===== src/rtl/irq_seq_pkg.sv =====
package irq_seq_pkg;
    typedef enum logic [1:0] {
        ST_IDLE     = 2'd0,
        ST_PUSH_PSR = 2'd1,
        ST_PUSH_PC  = 2'd2,
        ST_READ_VEC = 2'd3
    } seq_state_e;
endpackage


===== src/rtl/irq_prio_pick.sv =====
module irq_prio_pick #(
    parameter int NSRC   = 4,
    parameter int PRIO_W = 3,
    parameter int VEC_W  = 8,
    parameter int IDX_W  = 2
) (
    input  logic [NSRC-1:0]        src_en,
    input  logic [NSRC-1:0]        src_rdy,
    input  logic [NSRC*PRIO_W-1:0] src_prio,
    input  logic [NSRC*VEC_W-1:0]  src_vec,
    output logic                   win_valid,
    output logic [IDX_W-1:0]       win_idx,
    output logic [PRIO_W-1:0]      win_prio,
    output logic [VEC_W-1:0]       win_vec,
    output logic [NSRC-1:0]        grant
);
    logic [NSRC-1:0] active;

    // a source requests only with enable and ready both set
    assign active = src_en & src_rdy;

    // scan upward, replace only on strictly higher priority,
    // so the lowest index keeps a tie
    always_comb begin
        win_valid = 1'b0;
        win_idx   = '0;
        win_prio  = '0;
        win_vec   = '0;
        for (int i = 0; i < NSRC; i++) begin
            if (active[i] && (!win_valid || src_prio[i*PRIO_W +: PRIO_W] > win_prio)) begin
                win_valid = 1'b1;
                win_idx   = IDX_W'(i);
                win_prio  = src_prio[i*PRIO_W +: PRIO_W];
                win_vec   = src_vec[i*VEC_W +: VEC_W];
            end
        end
        grant = '0;
        if (win_valid) grant[win_idx] = 1'b1;
    end
endmodule


===== src/rtl/irq_addr_calc.sv =====
module irq_addr_calc #(
    parameter int              WORD_W     = 16,
    parameter int              VEC_W      = 8,
    parameter logic [WORD_W-1:0] TABLE_BASE = 16'h0200
) (
    input  logic [WORD_W-1:0] sp_base,
    input  logic [VEC_W-1:0]  vec,
    output logic [WORD_W-1:0] psr_slot,
    output logic [WORD_W-1:0] pc_slot,
    output logic [WORD_W-1:0] table_addr
);
    localparam logic [WORD_W-1:0] WORD_BYTES = WORD_W'(2);

    // pre-decrement by one word before each push
    assign psr_slot   = sp_base - WORD_BYTES;
    assign pc_slot    = psr_slot - WORD_BYTES;
    // table entries are one word apart
    assign table_addr = TABLE_BASE + WORD_W'({vec, 1'b0});
endmodule


===== src/rtl/irq_entry_seq.sv =====
module irq_entry_seq
    import irq_seq_pkg::*;
#(
    parameter int                NSRC       = 4,
    parameter int                PRIO_W     = 3,
    parameter int                VEC_W      = 8,
    parameter int                WORD_W     = 16,
    parameter int                PRIO_LSB   = 8,
    parameter logic [WORD_W-1:0] TABLE_BASE = 16'h0200
) (
    input  logic                     clk,
    input  logic                     rst_n,
    input  logic [NSRC-1:0]          src_en,
    input  logic [NSRC-1:0]          src_rdy,
    input  logic [NSRC*PRIO_W-1:0]   src_prio,
    input  logic [NSRC*VEC_W-1:0]    src_vec,
    input  logic                     instr_done,
    input  logic [WORD_W-1:0]        cur_pc,
    input  logic [WORD_W-1:0]        cur_psr,
    input  logic [WORD_W-1:0]        cur_sp,
    output logic                     mem_req,
    output logic                     mem_we,
    output logic [WORD_W-1:0]        mem_addr,
    output logic [WORD_W-1:0]        mem_wdata,
    input  logic [WORD_W-1:0]        mem_rdata,
    input  logic                     mem_ready,
    output logic [WORD_W-1:0]        new_pc,
    output logic [WORD_W-1:0]        new_psr,
    output logic [WORD_W-1:0]        new_sp,
    output logic                     busy,
    output logic                     switch_done
);
    localparam int IDX_W = (NSRC > 1) ? $clog2(NSRC) : 1;

    typedef struct packed {
        seq_state_e        state;
        logic [WORD_W-1:0] pc;
        logic [WORD_W-1:0] psr;
        logic [WORD_W-1:0] sp;
        logic [VEC_W-1:0]  vec;
        logic [PRIO_W-1:0] prio;
        logic [WORD_W-1:0] new_pc;
        logic [WORD_W-1:0] new_psr;
        logic [WORD_W-1:0] new_sp;
        logic              done;
    } seq_regs_t;

    seq_regs_t r_d, r_q;

    logic                win_valid;
    logic [IDX_W-1:0]    win_idx;
    logic [PRIO_W-1:0]   win_prio;
    logic [VEC_W-1:0]    win_vec;
    logic [NSRC-1:0]     grant;
    logic [PRIO_W-1:0]   run_prio;
    logic                take;
    logic [WORD_W-1:0]   psr_slot, pc_slot, table_addr;
    logic [WORD_W-1:0]   psr_upd;

    irq_prio_pick #(
        .NSRC(NSRC), .PRIO_W(PRIO_W), .VEC_W(VEC_W), .IDX_W(IDX_W)
    ) u_pick (
        .src_en(src_en), .src_rdy(src_rdy), .src_prio(src_prio), .src_vec(src_vec),
        .win_valid(win_valid), .win_idx(win_idx), .win_prio(win_prio),
        .win_vec(win_vec), .grant(grant)
    );

    irq_addr_calc #(
        .WORD_W(WORD_W), .VEC_W(VEC_W), .TABLE_BASE(TABLE_BASE)
    ) u_addr (
        .sp_base(r_q.sp), .vec(r_q.vec),
        .psr_slot(psr_slot), .pc_slot(pc_slot), .table_addr(table_addr)
    );

    // strictly higher than the running level
    assign run_prio = cur_psr[PRIO_LSB +: PRIO_W];
    assign take     = win_valid && (win_prio > run_prio);

    // swap in the winner's level, keep every other bit
    always_comb begin
        psr_upd = r_q.psr;
        psr_upd[PRIO_LSB +: PRIO_W] = r_q.prio;
    end

    always_comb begin
        r_d       = r_q;
        r_d.done  = 1'b0;
        mem_req   = 1'b0;
        mem_we    = 1'b0;
        mem_addr  = '0;
        mem_wdata = '0;
        case (r_q.state)
            ST_IDLE: begin
                // microbranch only at an instruction boundary
                if (instr_done && take) begin
                    r_d.state = ST_PUSH_PSR;
                    r_d.pc    = cur_pc;
                    r_d.psr   = cur_psr;
                    r_d.sp    = cur_sp;
                    r_d.vec   = win_vec;
                    r_d.prio  = win_prio;
                end
            end
            ST_PUSH_PSR: begin
                mem_req   = 1'b1;
                mem_we    = 1'b1;
                mem_addr  = psr_slot;
                mem_wdata = r_q.psr;
                if (mem_ready) r_d.state = ST_PUSH_PC;
            end
            ST_PUSH_PC: begin
                mem_req   = 1'b1;
                mem_we    = 1'b1;
                mem_addr  = pc_slot;
                mem_wdata = r_q.pc;
                if (mem_ready) r_d.state = ST_READ_VEC;
            end
            ST_READ_VEC: begin
                mem_req  = 1'b1;
                mem_addr = table_addr;
                if (mem_ready) begin
                    r_d.state   = ST_IDLE;
                    r_d.new_pc  = mem_rdata;
                    r_d.new_psr = psr_upd;
                    r_d.new_sp  = pc_slot;
                    r_d.done    = 1'b1;
                end
            end
            default: r_d.state = ST_IDLE;
        endcase
    end

    always_ff @(posedge clk or negedge rst_n) begin
        if (!rst_n) begin
            r_q <= '0;
        end else begin
            r_q <= r_d;
        end
    end

    assign busy        = (r_q.state != ST_IDLE);
    assign switch_done = r_q.done;
    assign new_pc      = r_q.new_pc;
    assign new_psr     = r_q.new_psr;
    assign new_sp      = r_q.new_sp;


    win_src_active_chk: assert property (@(posedge clk) disable iff (!rst_n)
        win_valid |-> (src_en[win_idx] && src_rdy[win_idx]));


    grant_onehot_chk: assert property (@(posedge clk) disable iff (!rst_n)
        $onehot0(grant));


    no_mid_instr_entry_chk: assert property (@(posedge clk) disable iff (!rst_n)
        (!busy && !instr_done) |=> !busy);


    no_equal_preempt_chk: assert property (@(posedge clk) disable iff (!rst_n)
        (!busy && win_valid && win_prio <= run_prio) |=> !busy);


    req_hold_chk: assert property (@(posedge clk) disable iff (!rst_n)
        (mem_req && !mem_ready) |=> (mem_req && $stable(mem_addr) && $stable(mem_we)
                                     && $stable(mem_wdata)));


    done_after_read_chk: assert property (@(posedge clk) disable iff (!rst_n)
        switch_done |-> (!busy && $past(mem_req && !mem_we && mem_ready)));


    new_level_chk: assert property (@(posedge clk) disable iff (!rst_n)
        switch_done |-> (new_psr[PRIO_LSB +: PRIO_W] == r_q.prio));
endmodule


===== config.mk =====
export PLATFORM = sky130hd
export DESIGN_NAME = irq_entry_seq
export DESIGN_NICKNAME = d
export VERILOG_FILES = /design/src/rtl/irq_seq_pkg.sv /design/src/rtl/irq_prio_pick.sv /design/src/rtl/irq_addr_calc.sv /design/src/rtl/irq_entry_seq.sv
export SDC_FILE = /design/constraint.sdc
export NUM_CORES = 1
export LEC_CHECK = 0
export BUFFER_PORTS_ARGS = -buffer_cell sky130_fd_sc_hd__buf_2
export CORE_AREA = 3 3 161 163
export DETAILED_ROUTE_END_ITERATION = 8
export DIE_AREA = 0 0 164 166
export PLACE_DENSITY = 0.51
export SYNTH_ARGS = -nofsm -noshare
export SYNTH_HDL_FRONTEND = slang
export SYNTH_SLANG_ARGS = --single-unit

===== constraint.sdc =====
create_clock -name clk -period 3.8 [get_ports clk]
set_input_delay 0.57 -clock clk [delete_from_list [all_inputs] [get_ports clk]]
set_output_delay 0.57 -clock clk [all_outputs]
set_load 0.03 [all_outputs]

# == After elaboration in Yosys (flattened, before gate mapping) ==
# Cells that the tools add are included.
# totals
reg_bits,110
out_inout_bits,84
# op_classes
n_addsub,3
magnitude_cmp,4
eq_ne,7
n_mux,23
bitwise_logic,1
n_reduce_logical,18
# op_table
operator,count
61-bit 2-to-1 mux,1
16-bit case mux with 3 select lines,1
8-bit 2-to-1 mux,4
16-bit case mux with 2 select lines,1
16-bit by 2-bit subtractor with 16-bit output (second input constant),2
3-bit > comparator,4
3-bit 2-to-1 mux,4
10-bit by 9-bit adder with 11-bit output (first input constant),1
1-bit 2-to-1 mux,8
2-bit != test (second input constant),4
2-bit case mux with 4 select lines,1
2-bit 2-to-1 mux,3
1-bit logical AND,5
4-bit AND,1
2-bit == test (second input constant),2
2-bit AND reduction,2
4-bit AND reduction,1
1-bit zero test,3
1-bit logical OR,3
3-bit OR reduction,1
2-bit by 1-bit == test with 1-bit output (second input constant),1
2-bit zero test,1
2-bit nonzero test,1
2-bit OR reduction,1

# == Depth between registers and ports, before layout ==
# logic_depth
depth_word,19
ltp_mapped,32
ltp_nobuf,28

# == Cells and area by module ==
# From an unflattened synthesis, not the netlist that was laid out.
# unflattened
hier_cells,602
hier_area_um2,6772.7
# by_module_without_submodules
mod,n_inst,cells_each,area_per_inst_um2
irq_entry_seq,1,384,5177.5
irq_addr_calc,1,119,927.1
irq_prio_pick,1,99,668.1

# == Worst setup path before layout ==
# Ideal clock, no wire load.
# synth_path
kind,input port to flip-flop
start,input port src_en[0]
end,register r_q[52] (netlist name)
setup_ps,126
arrival_time_ps,6256
required_time_ps,3674
path_slack_ps,-2582
cell_stages,32
n_path_buf,4
path_cell_list,and2_1 clkbuf_1 nand2_1 ha_1 nor2b_1 o21a_1 o21a_1 clkbuf_1 nor2_1 nor2_1 ha_1 nor2b_1 o21a_1 o21ai_0 clkbuf_1 a211o_1 o31ai_1 ha_1 nor2b_1 o21ai_0 a32oi_1 o21bai_1 o311ai_0 a21boi_0 ha_1 nor2b_1 o21ai_0 a221oi_2 nand2_1 clkbuf_1 and2_0 a221o_1
# synth_between
elab_chain_len,18
word_cells_on_any_way,29
# synth_lines
element,line,rtl
"start, declared",irq_entry_seq.sv:13,"input logic [NSRC-1:0] src_en,"
4-bit AND *,irq_prio_pick.sv:20,assign active = src_en & src_rdy;
3-bit 2-to-1 mux / 1-bit 2-to-1 mux (equally long branches),irq_prio_pick.sv:30,if (active[i] && (!win_valid || src_prio[i*PRIO_W +: PRIO_W] > win_prio)) begin
3-bit > comparator / 1-bit zero test (equally long branches),irq_prio_pick.sv:30,
1-bit logical OR,irq_prio_pick.sv:30,
1-bit logical AND,irq_prio_pick.sv:30,
3-bit 2-to-1 mux / 1-bit 2-to-1 mux (equally long branches),irq_prio_pick.sv:30,
3-bit > comparator / 1-bit zero test (equally long branches),irq_prio_pick.sv:30,
1-bit logical OR,irq_prio_pick.sv:30,
[2 not listed],-,
3-bit > comparator / 1-bit zero test (equally long branches),irq_prio_pick.sv:30,
1-bit logical OR,irq_prio_pick.sv:30,
1-bit logical AND,irq_prio_pick.sv:30,
3-bit 2-to-1 mux,irq_prio_pick.sv:30,
3-bit > comparator,irq_entry_seq.sv:77,assign take = win_valid && (win_prio > run_prio);
1-bit logical AND,irq_entry_seq.sv:77,
1-bit logical AND,irq_entry_seq.sv:95,if (instr_done && take) begin
2-bit AND reduction (no line),-,
"end signal, assigned",irq_entry_seq.sv:137,r_q <= r_d;
"end, declared",irq_entry_seq.sv:48,"seq_regs_t r_d, r_q;"
# Every way passes the cells marked *; elsewhere a longest branch is shown, timed or not.
# A chain may end at the register's enable or synchronous reset.

# == Final worst setup path ==
# layout_path
start,input port src_rdy[0]
end,"register r_q, in the netlist psr_upd[14]"
# layout_between
elab_chain_len,18
word_cells_on_any_way,25
# layout_lines
element,line,rtl
"start, declared",irq_entry_seq.sv:14,"input logic [NSRC-1:0] src_rdy,"
4-bit AND *,irq_prio_pick.sv:20,
3-bit 2-to-1 mux / 1-bit 2-to-1 mux (equally long branches),irq_prio_pick.sv:30,
3-bit > comparator / 1-bit zero test (equally long branches),irq_prio_pick.sv:30,
1-bit logical OR,irq_prio_pick.sv:30,
1-bit logical AND,irq_prio_pick.sv:30,
3-bit 2-to-1 mux / 1-bit 2-to-1 mux (equally long branches),irq_prio_pick.sv:30,
3-bit > comparator / 1-bit zero test (equally long branches),irq_prio_pick.sv:30,
1-bit logical OR,irq_prio_pick.sv:30,
[3 not listed],-,
1-bit logical OR,irq_prio_pick.sv:30,
1-bit logical AND,irq_prio_pick.sv:30,
3-bit 2-to-1 mux *,irq_prio_pick.sv:30,
net u_pick.win_prio[1],irq_prio_pick.sv:13,"output logic [PRIO_W-1:0] win_prio,"
3-bit > comparator *,irq_entry_seq.sv:77,
1-bit logical AND *,irq_entry_seq.sv:77,
1-bit logical AND *,irq_entry_seq.sv:95,
2-bit AND reduction (no line) *,-,
# The timed path passes the listed nets; every way through them passes the cells marked *.

==> results.py <==
metrics = {
    "outcome": {
        "outcome": "finished with violations",
        "violations": "setup timing",
    },
    "worst_setup_path": {
        "crit_top_cell": "buf_4",
        "path_delay_family": "compound AO/OA/AOI/OAI gates",
        "crit_type": "in2reg",
        "rrSetupSlack_ns": 1.17,
        "cp_data_required_time_ns": 4.05,
        "slowest_stage": "a221oi_4",
        "cp_num_buf_inv": 7,
        "cp.arrival_ns": 5.75,
        "r2r-end": "new_sp[15]",
        "r2r-start": "r_q[63]",
        "reg2reg_depth": 9,
        "slowest_delay_ns": 0.30,
        "cp_max_fo": 19,
        "worstSetupStartpointType": "primary input",
        "end_kind": "flop",
    },
    "power_and_ir_drop": {
        "leakage_nw": 4.109,
        "p_per_area_nw_per_um2": 833.6,
        "ir_drop_mv": 0.3402,
    },
    "worst_hold_path": {
        "min_path_type": "in2async",
    },
    "finish": {
        "final_core_util": 0.3601,
        "fill_cells": 2519,
        "layout-drive-gt1-share": 0.5047,
        "area_growth_pct": 32.71,
        "nNetsFinal": 987,
        "layout_common_cells": "200 x buf_2, 109 x dfrtp_1, 81 x mux2_2",
        "antenna_cells": 0,
        "final_cells": 1178,
        "layout_commonest_cell": "buf_2",
    },
    "cts": {
        "worstSkewPairLatency_ns": 0.36,
        "cts_tree": "built",
        "cts_buffer_depth": 2,
        "root_buffer": "clkbuf_16",
        "cts_sinks": 110,
        "clk_pin_slew_worst_paths_ns": 0.08,
        "cts_max_level": 3,
        "cts_buffers": 9,
        "ctsHoldBuffers": 0,
    },
    "synthesis": {
        "synth_cell_types": 65,
        "synth_area_leader_cell": "dfrtp_1",
        "ys_seq_area_frac": 0.4147,
        "yosys_warnings": 0,
        "synth.top_cell.area_share": 0.4147,
        "ys_async_sr_fraction": 1.000,
        "syn-instance-count": 649,
        "syn_area_sq_um": 6638,
        "synth_flop_cell": "dfrtp_1",
        "synth_nets": 787,
        "synth_area_leaders": "dfrtp_1 41%, mux2_2 14%, buf_4 5.5%",
        "synth.avg_cell_area_sq_um": 10.23,
        "ys_ff_latch": 110,
        "synth_edf_count": 0,
    },
    "sta": {
        "finalCriticalPeriod_ns": 5.506,
        "slew_headroom": 0.4902,
        "slew_viol_final": 0,
        "rsz0062_at_grt": "yes",
        "setup_viol": 61,
        "post-route-period-util": 1.449,
        "setup_tns_ns": -100.28,
        "skew_ns": 0.01491,
        "hold_violations": 0,
        "worstMarginPinSlew_ns": 0.7647,
        "fin_ws_ns": -1.706,
        "fmax_mhz": 181.6,
        "worst_hold_slack_ns": 0.2613,
    },
    "floorplanning": {
        "initial_core_util": 0.2713,
        "core_sq_um": 24460,
        "die_w_um": 164,
        "die_area_sq_um": 27220,
        "io_pins": 204,
        "die_h_um": 166,
        "fp-row-count": 57,
    },
    "placed_design": {
        "placed_cells": 1137,
        "gp_congestion": 0.8060,
        "pre_cts_ws_ns": -2.200,
        "numPortBuffers": 203,
        "dpl.hpwl_um": 14670,
    },
    "detailed_routing": {
        "vias_per_cell": 4.718,
        "drtAntennaViolNets": 0,
        "routedWlPerCell_um": 17.15,
        "vias": 5558,
        "drt_drc_violations_left": 0,
        "drt-pass1-iter-count": 5,
        "first_iter_violations": 285,
        "wirelength_um": 20200,
    },
    "grt": {
        "antenna_found_initial": 1,
        "grt_max_degree": 59,
        "grt_usage": 0.1407,
        "grt_pass1_wl_um": 30640,
        "grt_pass1_vias": 5655,
        "overflow": 0,
    },
    "job": {
        "maxCapViolCount": 0,
    },
}
metal layers:
layer / global-route usage / share of wire
met3: 0.03168 / 0.053
met2: 0.2390 / 0.48
met5: 0 / 0.00064
met4: 0.02832 / 0.0082
met1: 0.1834 / 0.46
cell usage after synthesis (7+ instances only):
cell type and instances:
a211oi_1 8, buf_4 49, clkbuf_1 35, nor2b_1 24, nor2_1 31, nor3_1 7, nand3_1 16, inv_1 15
ha_1 18, a221o_1 12, nand2_1 42, o21ai_0 25, o21a_1 9, a31oi_1 13, xnor2_1 13, a22oi_1 16
and2_0 7, dfrtp_1 110, mux2_2 82, xor2_1 11, a21oi_1 23
how the worst max path moves through the flow:
stage	startpoint	to	slack, ns	depth (start not counted)
global route	src_rdy[0]	r_q[102]	-1.91	31
global placement	src_en[0]	r_q[57]	-2.07	30
floorplan	src_en[0]	r_q[52]	-1.96	32
finish	src_rdy[0]	psr_upd[14]	-1.71	33
detailed placement	src_en[0]	r_q[104]	-2.20	30
CTS	src_rdy[0]	r_q[58]	-1.51	31
worst register-to-register path, cell delays in order (launching register included):
cell	delay [ns]
dfrtp_1	0.41
buf_4	0.19
or4_1	0.66
o21ai_1	0.31
nand3_1	0.20
nor4b_4	0.18
buf_4	0.18
buf_4	0.13
and3_1	0.14
o31ai_2	0.16
area by class of cell:
cell class | count | area (sq um) | area share
Tap cell | 324 | 405.4 | 0.04602
Clock inverter | 7 | 88.84 | 0.01009
Timing Repair Buffer | 278 | 1682 | 0.1909
Inverter | 15 | 56.30 | 0.006392
Multi-Input combinational cell | 435 | 3597 | 0.4084
Sequential cell | 110 | 2754 | 0.3126
Clock buffer | 9 | 225.2 | 0.02557
state kept, by name, summed over array words and instances, names as in the netlist:
signal,count
switch_done,1
new_sp,16
psr_upd,16
r_q,45
new_psr,16
new_pc,16
cell families after synthesis:
family          count (synthesis)  synth area share
buf+inv                       104           0.08822
mux                            83            0.1406
xor+xnor                       25           0.03412
compound gates                147            0.1561
simple gates                  162            0.1323
fa+ha+maj                      18           0.03393
flops                         110            0.4147
per-stage QoR:
stage | cell area [sq um] | total power, W
floorplan | 6746 | 0.005342
global placement | 7973 | 0.006175
detailed placement | 7973 | 0.006225
CTS | 8488 | 0.007330
global route | 8808 | 0.007874
finish | 8808 | 0.007343
report_power, final:
| part | leakage [nW] | internal (W) | switching (W) |
|---|---|---|---|
| Combinational | 2.60 | 0.00162 | 0.00256 |
| Sequential | 1.35 | 0.00173 | 0.000433 |
| Clock | 0.155 | 0.000528 | 0.000478 |
timing repair:
action,CTS,global route
gates resized for setup,29,33
pin swaps,19,19
endpoints found under the setup margin,62,65
setup buffers,12,11
gates cloned,0,2
Power figures use the tool's default switching activity.
